--- src/rtl/ecb_pkg.sv ---
package ecb_pkg;
  // Action taken on the count register in a given cycle
  typedef enum logic [1:0] {
    ACT_HOLD = 2'd0,
    ACT_LOAD = 2'd1,
    ACT_DEC  = 2'd2
  } cnt_act_e;
endpackage

--- src/rtl/ecb_rst_sync.sv ---
// Asserts asynchronously, releases on the clock after STAGES flops
module ecb_rst_sync #(
  parameter int STAGES = 2
) (
  input  logic clk,
  input  logic rst_in_n,
  output logic rst_out_n
);
  logic [STAGES-1:0] sync_q;

  always_ff @(posedge clk or negedge rst_in_n) begin
    if (!rst_in_n) sync_q <= '0;
    else           sync_q <= {sync_q[STAGES-2:0], 1'b1};
  end

  assign rst_out_n = sync_q[STAGES-1];
endmodule

--- src/rtl/ecb_decider.sv ---
// Decides the count action and whether this match qualifies for a break
module ecb_decider
  import ecb_pkg::*;
#(
  parameter int CNT_W = 12
) (
  input  logic [CNT_W-1:0] cnt_q,
  input  logic             wr_en,
  input  logic             mode_en,
  input  logic             match,
  output cnt_act_e         act,
  output logic             fire
);
  localparam logic [CNT_W-1:0] CNT_ONE = {{(CNT_W-1){1'b0}}, 1'b1};

  logic cnt_zero;
  logic cnt_last;

  assign cnt_zero = (cnt_q == '0);
  assign cnt_last = (cnt_q == CNT_ONE);

  always_comb begin
    act  = ACT_HOLD;
    fire = 1'b0;
    if (wr_en) begin
      act = ACT_LOAD;
    end
    if (mode_en) begin
      // A write in the same cycle swallows the match
      if (!wr_en && match && !cnt_zero) begin
        act  = ACT_DEC;
        fire = cnt_last;
      end
    end else begin
      fire = match;
    end
  end
endmodule

--- src/rtl/ecb_count_reg.sv ---
// Holds the count; separate next-state and register processes
module ecb_count_reg
  import ecb_pkg::*;
#(
  parameter int CNT_W = 12
) (
  input  logic             clk,
  input  logic             rst_n,
  input  cnt_act_e         act,
  input  logic [CNT_W-1:0] load_val,
  output logic [CNT_W-1:0] cnt_q
);
  localparam logic [CNT_W-1:0] CNT_STEP = {{(CNT_W-1){1'b0}}, 1'b1};

  logic [CNT_W-1:0] cnt_d;
  logic             cnt_en;

  always_comb begin
    cnt_d = cnt_q;
    unique case (act)
      ACT_LOAD: cnt_d = load_val;
      ACT_DEC:  cnt_d = cnt_q - CNT_STEP;
      default:  cnt_d = cnt_q;
    endcase
  end

  assign cnt_en = (act != ACT_HOLD);

  always_ff @(posedge clk or negedge rst_n) begin
    if (!rst_n)      cnt_q <= '0;
    else if (cnt_en) cnt_q <= cnt_d;
  end
endmodule

--- src/rtl/ecb_pulse_reg.sv ---
// Registers the qualified match into a one-cycle break pulse
module ecb_pulse_reg (
  input  logic clk,
  input  logic rst_n,
  input  logic fire,
  output logic pulse_q
);
  logic pulse_d;

  always_comb pulse_d = fire;

  always_ff @(posedge clk or negedge rst_n) begin
    if (!rst_n) pulse_q <= 1'b0;
    else        pulse_q <= pulse_d;
  end
endmodule

--- src/rtl/exec_count_break.sv ---
module exec_count_break
  import ecb_pkg::*;
#(
  parameter int REG_W = 16,
  parameter int CNT_W = 12
) (
  input  logic             clk,
  input  logic             rst_n,
  input  logic             reg_wr,
  input  logic [REG_W-1:0] reg_wdata,
  input  logic             reg_rd,
  output logic [REG_W-1:0] reg_rdata,
  input  logic             cnt_mode,
  input  logic             match,
  output logic             brk_req
);
  localparam int RSV_W = REG_W - CNT_W;

  logic             rst_sync_n;
  logic [CNT_W-1:0] cnt_q;
  logic [CNT_W-1:0] load_val;
  cnt_act_e         act;
  logic             fire;
  logic             wdata_unused;

  // Reserved write bits are dropped here
  assign load_val     = reg_wdata[CNT_W-1:0];
  assign wdata_unused = ^reg_wdata[REG_W-1:CNT_W];

  ecb_rst_sync #(.STAGES(2)) u_rst (
    .clk       (clk),
    .rst_in_n  (rst_n),
    .rst_out_n (rst_sync_n)
  );

  ecb_decider #(.CNT_W(CNT_W)) u_dec (
    .cnt_q   (cnt_q),
    .wr_en   (reg_wr),
    .mode_en (cnt_mode),
    .match   (match),
    .act     (act),
    .fire    (fire)
  );

  ecb_count_reg #(.CNT_W(CNT_W)) u_cnt (
    .clk      (clk),
    .rst_n    (rst_sync_n),
    .act      (act),
    .load_val (load_val),
    .cnt_q    (cnt_q)
  );

  ecb_pulse_reg u_pls (
    .clk     (clk),
    .rst_n   (rst_sync_n),
    .fire    (fire),
    .pulse_q (brk_req)
  );

  assign reg_rdata = reg_rd ? {{RSV_W{1'b0}}, cnt_q} : '0;
endmodule

--- config.mk ---
export PLATFORM = sky130hd
export DESIGN_NAME = exec_count_break
export DESIGN_NICKNAME = d
export VERILOG_FILES = /design/src/rtl/ecb_pkg.sv /design/src/rtl/ecb_rst_sync.sv /design/src/rtl/ecb_decider.sv /design/src/rtl/ecb_count_reg.sv /design/src/rtl/ecb_pulse_reg.sv /design/src/rtl/exec_count_break.sv
export SDC_FILE = /design/constraint.sdc
export NUM_CORES = 1
export LEC_CHECK = 0
export BUFFER_PORTS_ARGS = -buffer_cell sky130_fd_sc_hd__buf_4
export CELL_PAD_IN_SITES_DETAIL_PLACEMENT = 1
export CELL_PAD_IN_SITES_GLOBAL_PLACEMENT = 2
export CORE_AREA = 5 5 68 70
export DETAILED_ROUTE_END_ITERATION = 12
export DIE_AREA = 0 0 73 75
export PLACE_DENSITY = 0.76
export SLEW_MARGIN = 20
export SYNTH_ARGS = -nofsm -noshare
export SYNTH_HDL_FRONTEND = slang
export SYNTH_SLANG_ARGS = --single-unit
--- constraint.sdc ---
create_clock -name clk -period 0.8 [get_ports clk]
set_input_delay 0.04 -clock clk [delete_from_list [all_inputs] [get_ports clk]]
set_output_delay 0.04 -clock clk [all_outputs]
set_load 0.1 [all_outputs]
Word-level counts from Yosys, hierarchy flattened
Index checks and enable logic that the tools add are counted.
Word-level totals
  bits in registers: 15
  bits of input ports: 22
  output and inout port bits: 17
Cells by class
  add/subtract/negate cells: 1
  equality and inequality tests: 3
  mux-type cells: 7
  reductions and logical operators: 8
Operator list (number)
  $pmux 12 s2: 1
  $eq 12x1->1 const B: 1
  $logic_not 12->1: 1
  $mux 12: 1
  $sub 12x1->12 const B: 1
  $mux 2: 2
  $reduce_bool 2->1: 2
  $mux 1: 3
  $eq 2x1->1 const B: 1
  $eq 2x2->1 const B: 1
  $logic_and 1x1->1: 2
  $logic_not 1->1: 2
  $reduce_and 2->1: 1

Logic depth before layout (Yosys ltp)
Gate-level depths: netlist of the first run.
  word-level depth: 8
  gate-level depth with buffers: 10

By module
A second synthesis of the first run with hierarchy kept.
Unflattened totals
  cells, all modules: 123
  area, all modules: 1108.6 um^2
By module, submodules not included
  ecb_count_reg: times used 1, cells each 90, area each 822.0 um^2
  exec_count_break: times used 1, cells each 18, area each 130.1 um^2
  ecb_decider: times used 1, cells each 11, area each 77.6 um^2
  ecb_rst_sync: times used 1, cells each 3, area each 53.8 um^2
  ecb_pulse_reg: times used 1, cells each 1, area each 25.0 um^2

Least setup slack after synthesis of the first run
No wires, ideal clock.
  path kind: register to register
  from: register u_cnt.cnt_q[3]
  to: register u_cnt.cnt_q[5]
  library setup time: 126 ps
  arrival time: 2450 ps
  required time: 674 ps
  slack: -1776 ps
  stages on the path, launching flop included: 10
  cell sequence: dfrtp_1 -> buf_6 -> or4_4 -> nor4_1 -> a211oi_1 -> ha_1 -> clkbuf_1 -> nor3b_1 -> a31o_2 -> a221o_1
On the way
  longest elaborated chain between the ends: 8
  elaborated cells between the ends (all ways): 12
  those cells by class: 1 x add/sub; 2 x eq/ne; 3 x mux; 6 x reduce/logical
RTL lines
  start: declaration: line ecb_count_reg.sv:11  | output logic [CNT_W-1:0] cnt_q
  start signal: assignment: line ecb_count_reg.sv:31  | else if (cnt_en) cnt_q <= cnt_d;
  $logic_not 12->1: line ecb_decider.sv:19  | assign cnt_zero = (cnt_q == '0);
  $logic_not 1->1: line ecb_decider.sv:30  | if (!wr_en && match && !cnt_zero) begin
  $logic_and 1x1->1: line ecb_decider.sv:30
  $mux 2: line ecb_decider.sv:30
  $mux 2: line ecb_decider.sv:28  | if (mode_en) begin
  $eq 2x1->1 / $eq 2x2->1 (equally long branches): line ecb_count_reg.sv:20  | unique case (act)
  $reduce_bool 2->1 (no line)
  $reduce_and 2->1 (no line)
Parallel ways exist; a longest one is shown, timed or not.
A chain may end at the register's enable or synchronous reset.

Worst setup path after layout of the first run
  from: register u_cnt.cnt_q[9]
  to: register u_cnt.cnt_q[5]
On the way
  longest elaborated chain between the ends: 8
  elaborated cells between the ends (all ways): 11
  those cells by class: 2 x eq/ne; 3 x mux; 6 x reduce/logical
RTL lines (line)
  $logic_not 12->1 (*): ecb_decider.sv:19
  $logic_not 1->1 (*): ecb_decider.sv:30
  $logic_and 1x1->1 (*): ecb_decider.sv:30
  $mux 2 (*): ecb_decider.sv:30
  $mux 2 (*): ecb_decider.sv:28
  $eq 2x1->1 / $eq 2x2->1 (equally long branches): ecb_count_reg.sv:20
  $reduce_bool 2->1 (no line)
  $reduce_and 2->1 (no line)
Every way passes the cells marked *; elsewhere a longest branch is shown, timed or not.

==> qor.tcl, run 1 <==
set qor(avgViaCountPerCell) 4.86
set qor(worstHoldPathCells) 2
set qor(antenna_found_initial) 0
set qor(globalRouteTotalUtil) 0.153
set qor(final_antenna_net_count) 0
set qor(worstHoldEndpoint) {u_cnt.cnt_q[5]}
set qor(synthDominantAreaCellType) {dfrtp_1}
set qor(synth.ff_latch_count) 15
set qor(fin_hold_ws_ps) 18.7
set qor(cell_count_after_synthesis) 121
set qor(post_synth_and_or_nand_nor_area_fraction) 0.274
set qor(postLayoutSetupSlackWorst_ps) -1590
set qor(register_to_register_setup_slack_ps) -1590
set qor(timing_worst_setup_path_type) {reg2reg}
set qor(timing.rr.end) {u_cnt.cnt_q[5]}
set qor(netlist_top_cells_count) {dfrtp_1 (15), and2_1 (11), nand2_1 (10), a21oi_1 (9), inv_1 (6)}
set qor(detailedPlace.worstSlack_ps) -1580
set qor(initial_core_util) 0.264
set qor(clock_tree.buffer_depth) 2
set qor(crit_path_start_kind) {register}
set qor(synth_most_common_cell) {dfrtp_1}
set qor(routed_wl_um) 4260
set qor(violated_checks) {negative setup slack}
set qor(wire_per_inst_um) 18.0
set qor(outcome) {finished, violations left}
set qor(worst_ep_required_time_ps) 930
set qor(firstDrtPassIters) 4
set qor(yosysUniqueCellTypes) 37
set qor(fp-row-count) 23
set qor(cts.root.buffer_cell) {clkbuf_8}
set qor(grt_pass1_vias) 1321
set qor(achievable-frequency_ghz) 0.418
set qor(finClkSkew_ps) 4.09
set qor(cellPowerDensity_mw_per_mm2) 1810
set qor(synth.area.mux_share) 0.0193
set qor(clock_sinks) 15
set qor(worst_hold_start) {reg_wdata[5]}
set qor(core_box_area_mm2) 0.00391
set qor(synth-seq-area-share) 0.363
set qor(grt_setup_unrepaired) {true}
set qor(cts_tree) {yes}
set qor(drtIter0Drc) 39
set qor(drc_errors) 0
set qor(synth_top_flop_cell) {dfrtp_1}
set qor(total_leakage_power_uw) 0.000877
set qor(post_synth_xor_area_fraction) 0
set qor(grt_first_pass_wirelength_um) 6360
set qor(cts_max_level) 1
set qor(io-pin-count) 39
set qor(max-vdd-ir-drop_mv) 0.836
set qor(startpoint) {u_cnt.cnt_q[9]}
set qor(globalRouteOverflowTotal) 0
set qor(timing.critical_path.fanout_max) 6
set qor(r2r_cells) 7
set qor(period_share) 2.99
set qor(timing.final.setup_violations) 26
set qor(hpwlAfterDp_um) 2800
set qor(gp_routability_congestion) 0.790
set qor(ys_top_cells_by_area) {dfrtp_1 (36%), and2_1 (6.7%), ha_1 (4.8%), a21oi_1 (4.4%), nand2_1 (3.6%)}
set qor(grt_max_degree) 22
set qor(arrival_ps) 2530
set qor(drv_slew) 0
set qor(synth-adder-area-share) 0.0484
set qor(syn_area_mm2) 0.00103
set qor(die_width_um) 73
set qor(post_route_cells_drive_above_1_share) 0.588
set qor(dr_total_vias) 1151
set qor(maximum_capacitance_violations) 0
set qor(area_delta_synth_final_pct) 94.8
set qor(layout.cell_area.non_filler_mm2) 0.00202
set qor(asyncSetResetFlopFracSynth) 1.00
set qor(timing_hold_violations_final) 0
set qor(chipHeight_um) 75
set qor(synth_top_family_by_area) {simple AND/OR/NAND/NOR gates}
set qor(number_of_enable_flip_flop_cells_after_synthesis) 0
set qor(synth_top_cell_area_share) 0.363
set qor(instance_area_at_placement_mm2) 0.00153
set qor(holdCritPathClass) {in2reg}
set qor(n_fill_cell) 439
set qor(avgSynthCellArea_um2) 8.55
set qor(synth-compound-area-share) 0.203
set qor(diodes) 0
set qor(clk_latency_ps) 250
set qor(end_kind) {register}
set qor(total_of_buffers_placed_on_input_and_output_ports) 30
set qor(cts_buf_count) 3
set qor(die-area_mm2) 0.00548
set qor(post-route-min-period_ps) 2390
set qor(synth.yosys.warnings) 0
set qor(rr_startpoint) {u_cnt.cnt_q[9]}
set qor(clk_pin_slew_ps) 70
set qor(final_nets) 214
==> sequential cells by signal (all words and copies together), names as in the netlist <==
signal	cells
u_cnt.cnt_q	12
u_pls.pulse_q	1
u_rst.sync_q	2
==> layout by cell type, fill, tap and decap left out, types with 3 or more instances in the layout <==
| cell type | count |
|---|---|
| buf_4 | 36 |
| conb_1 | 5 |
| nand3b_1 | 3 |
| o21ai_1 | 3 |
| and2_4 | 12 |
| a21oi_2 | 5 |
| nand2_1 | 9 |
| a2bb2oi_2 | 4 |
| buf_12 | 13 |
| nor2_1 | 4 |
| dfrtp_1 | 14 |
| nand3_1 | 4 |
| ha_1 | 3 |
| buf_6 | 17 |
| o22ai_1 | 4 |
| a21oi_1 | 4 |
| inv_1 | 5 |
| clkbuf_8 | 3 |
==> cell families after synthesis <==
family,count (synthesis)
DFF,15
adders and majority gates,4
and+or+nand+nor,50
other,2
muxes,2
AOI/OAI and AO/OA,31
buffers and inverters,17
==> final cells by class <==
cell class,count,area [um^2],area share
clock buffers,3,41.3,0.0205
repair buffers,70,772,0.383
well taps,50,62.6,0.0310
inverters,6,26.3,0.0130
flip-flops and latches,15,377,0.187
multi-input cells,92,732,0.363
clock inverters,1,5.00,0.00248
==> per-layer routing <==
layer | wire [um] | global-route usage
met1 | 1590 | 0.167
met2 | 2350 | 0.287
met3 | 219 | 0.0294
met4 | 104 | 0.0656
met5 | 0 | 0
==> repair_timing <==
item                       CTS  global route
resized for setup           67            21
buffers inserted             6             8
setup endpoints to repair   26            26
pin swaps                   13            12
hold buffers                 2             0
hold endpoints to repair     3             0
==> worst max-delay path, stage by stage, from the launching register on <==
cell	delay, ps
dfrtp_1	390
or4_4	570
nor4_4	320
a211oi_2	150
ha_4	260
buf_4	140
buf_6	120
a221o_1	330
==> worst max-delay path by stage <==
stage / end / slack, ps / depth (start not counted)
detailed placement: u_cnt.cnt_q[2] / -1580 / 8
global route: u_cnt.cnt_q[2] / -1660 / 8
floorplan: u_cnt.cnt_q[5] / -1550 / 9
global placement: u_cnt.cnt_q[5] / -1520 / 7
finish: u_cnt.cnt_q[5] / -1590 / 7
CTS: u_cnt.cnt_q[5] / -1580 / 7
==> report_power, final <==
group | leakage [uW] | total (uW) | switching [uW] | internal (uW)
Combinational | 0.000678 | 2060 | 1140 | 928
Clock | 0.0000255 | 642 | 297 | 345
Sequential | 0.000174 | 942 | 85.0 | 857
==> stage by stage <==
| stage | power, uW | utilization | TNS (ps) | instances |
|---|---|---|---|---|
| after CTS | 3490 | 0.482 | -22850 | 231 |
| after global placement | 2440 | 0.391 | -19100 | 221 |
| final | 3650 | 0.515 | -23390 | 237 |
| after detailed placement | 2480 | 0.391 | -20360 | 221 |
| after global routing | 3800 | 0.515 | -24750 | 237 |
| after floorplan | 1990 | - | -17870 | 124 |
(Power assumes the default switching activity.)
==> run 2: changes to the inputs <==
--- a/config.mk
+++ b/config.mk
@@ -5,13 +5,14 @@
 export SDC_FILE = /design/constraint.sdc
 export NUM_CORES = 1
 export LEC_CHECK = 0
-export BUFFER_PORTS_ARGS = -buffer_cell sky130_fd_sc_hd__buf_4
+export BUFFER_PORTS_ARGS = -buffer_cell sky130_fd_sc_hd__buf_2
 export CELL_PAD_IN_SITES_DETAIL_PLACEMENT = 1
 export CELL_PAD_IN_SITES_GLOBAL_PLACEMENT = 2
 export CORE_AREA = 5 5 68 70
 export DETAILED_ROUTE_END_ITERATION = 12
 export DIE_AREA = 0 0 73 75
 export PLACE_DENSITY = 0.76
+export SKIP_CTS_REPAIR_TIMING = 1
 export SLEW_MARGIN = 20
 export SYNTH_ARGS = -nofsm -noshare
 export SYNTH_HDL_FRONTEND = slang
==> run 2 against run 1 <==
The flow still finishes with violations (negative setup slack). Worst hold slack got worse by 14 ps. Clock skew decreased by 2.8 ps. Via count is 0.43% higher. Total power is 4.5% lower. Sequential share of layout area is 1.2 points higher. Sequential power about the same. Combinational power decreased by 8%. Routed wire length is 8.5% lower. Sequential cell count stayed put. Highest routed layer unchanged.
==> qor.tcl, run 2 (synthesis gave the netlist of run 1 again) <==
set qor(diodes) 0
set qor(timing.critical_path.max_delay_family) {simple AND/OR/NAND/NOR gates}
set qor(achievable-frequency_ghz) 0.422
set qor(grt_setup_unrepaired) {true}
set qor(outcome) {finished, violations left}
set qor(area_delta_synth_final_pct) 82.8
set qor(cellPowerDensity_mw_per_mm2) 1840
set qor(drv_slew) 0
set qor(post-route-min-period_ps) 2370
set qor(clk_latency_ps) 250
set qor(violated_checks) {negative setup slack}
set qor(chipHeight_um) 75
set qor(grt_max_degree) 24
set qor(timing.critical_path.fanout_max) 6
set qor(worst-path-buf-inv) 0
set qor(area_of_combinational_cells_with_multiple_inputs_um2) 704
set qor(timing.final.setup_violations) 26
set qor(cp_slowest_cell) {or4_4}
set qor(clock_tree.buffer_depth) 2
set qor(total_power_uw) 3480
set qor(final_util) 0.483
set qor(worst_ep_required_time_ps) 930
set qor(die-area_mm2) 0.00548
set qor(n_fill_cell) 477
set qor(core_box_area_mm2) 0.00391
set qor(timing.critical_path.cells) {or4_4, nor4_4, a211oi_2, ha_4, nor3b_1, a31o_2, a221o_1}
set qor(hpwlAfterDp_um) 2740
set qor(timing_hold_violations_final) 0
set qor(register_area_um2) 377
set qor(firstDrtPassIters) 2
set qor(finClkSkew_ps) 1.28
set qor(die_width_um) 73
set qor(cts_max_level) 1
set qor(initial_core_util) 0.264
set qor(final_nets) 207
set qor(wire_per_inst_um) 17.0
set qor(period_share) 2.96
set qor(fp-row-count) 23
set qor(end_kind) {register}
set qor(timing_worst_setup_path_type) {reg2reg}
set qor(cts_tree) {yes}
set qor(largestRegisters) {u_cnt.cnt_q: 12 flops, u_rst.sync_q: 2 flops, u_pls.pulse_q: 1 flops}
set qor(dr_total_vias) 1156
set qor(mostFrequentLayoutCell) {buf_2}
set qor(antenna_found_initial) 0
set qor(largest_register_ffs) 12
set qor(grt_pass1_vias) 1257
set qor(clk_pin_slew_ps) 60
set qor(postLayoutSetupSlackWorst_ps) -1570
set qor(slowest_delay_ps) 560
set qor(drc_errors) 0
set qor(final_antenna_net_count) 0
set qor(globalRouteOverflowTotal) 0
set qor(io-pin-count) 39
set qor(layout.cells.non_filler) 230
set qor(post_route_cells_drive_above_1_share) 0.522
set qor(clock_sinks) 15
set qor(drtIter0Drc) 25
set qor(avgViaCountPerCell) 5.03
set qor(final_cell_mix) {buf_2 (17), buf_4 (15), buf_6 (14), buf_12 (14), dfrtp_1 (14)}
set qor(cts.root.buffer_cell) {clkbuf_8}
set qor(globalRouteTotalUtil) 0.137
set qor(holdCritPathClass) {in2reg}
set qor(crit_path_start_kind) {register}
set qor(routed_wl_um) 3900
set qor(maximum_capacitance_violations) 0
set qor(max-vdd-ir-drop_mv) 1.12
set qor(max_flop_register) {u_cnt.cnt_q}
set qor(total_leakage_power_uw) 0.000826
set qor(gp_routability_congestion) 0.766
set qor(grt_first_pass_wirelength_um) 5730
set qor(arrival_ps) 2500
set qor(cts_buf_count) 3
set qor(place_inst) 220
set qor(total_of_buffers_placed_on_input_and_output_ports) 30
==> run 2: cell count changes in the layout (fill, tap and decap cells not counted), sizes merged <==
cell and delta:
clkinvlp -1, inv +1, clkinv -1, buf -8, clkbuf +2
==> run 2: per-layer routing <==
layer,track usage,up-vias,wire length [um]
met5,0,-,0
met4,0.0492,0,34
met3,0.0374,4,190
met2,0.265,29,2120
met1,0.139,580,1560
li1,-,543,-
==> run 2: power by group <==
| part | switching [uW] | internal, uW | total (uW) |
|---|---|---|---|
| clock network | 291 | 354 | 645 |
| registers | 82.8 | 858 | 940 |
| logic | 1080 | 821 | 1900 |
| total | 1450 | 2030 | 3480 |
==> run 2: metrics by stage <==
stage	cell area, um^2	TNS [ps]	setup slack [ps]	hold slack (ps)
finish	1890	-22130	-1570	4.55
floorplan	1130	-17870	-1550	-256
CTS	1690	-23200	-1630	-446
global placement	1640	-18570	-1530	-175
detailed placement	1640	-19490	-1620	-173
global route	1890	-23980	-1660	31.5
==> run 2: final timing paths <==
check                                 from               to  slack, ps  cells past startpoint
max                        u_cnt.cnt_q[10]   u_cnt.cnt_q[5]      -1570                      7
min                           reg_wdata[4]   u_cnt.cnt_q[4]          5                      3
max reg2reg                u_cnt.cnt_q[10]   u_cnt.cnt_q[5]      -1570                      7
min reg2reg                u_rst.sync_q[1]   u_cnt.cnt_q[0]        180                      1
max in group asynchronous  u_rst.sync_q[1]    u_pls.pulse_q        430                      1
min in group asynchronous            rst_n  u_rst.sync_q[0]         80                      2
==> run 2: layout make-up <==
type                    instances  area share
well taps                      50      0.0331
flip-flops and latches         15       0.199
inverters                       6      0.0119
repair buffers                 63       0.360
clock buffers                   4      0.0238
multi-input cells              92       0.372
==> run 2: worst register-to-register path, cell delays in order (launching register included) <==
cell and delay (ps):
dfrtp_1 390, or4_4 560, nor4_4 270, a211oi_2 130, ha_4 330, nor3b_1 70
a31o_2 230, a221o_1 270
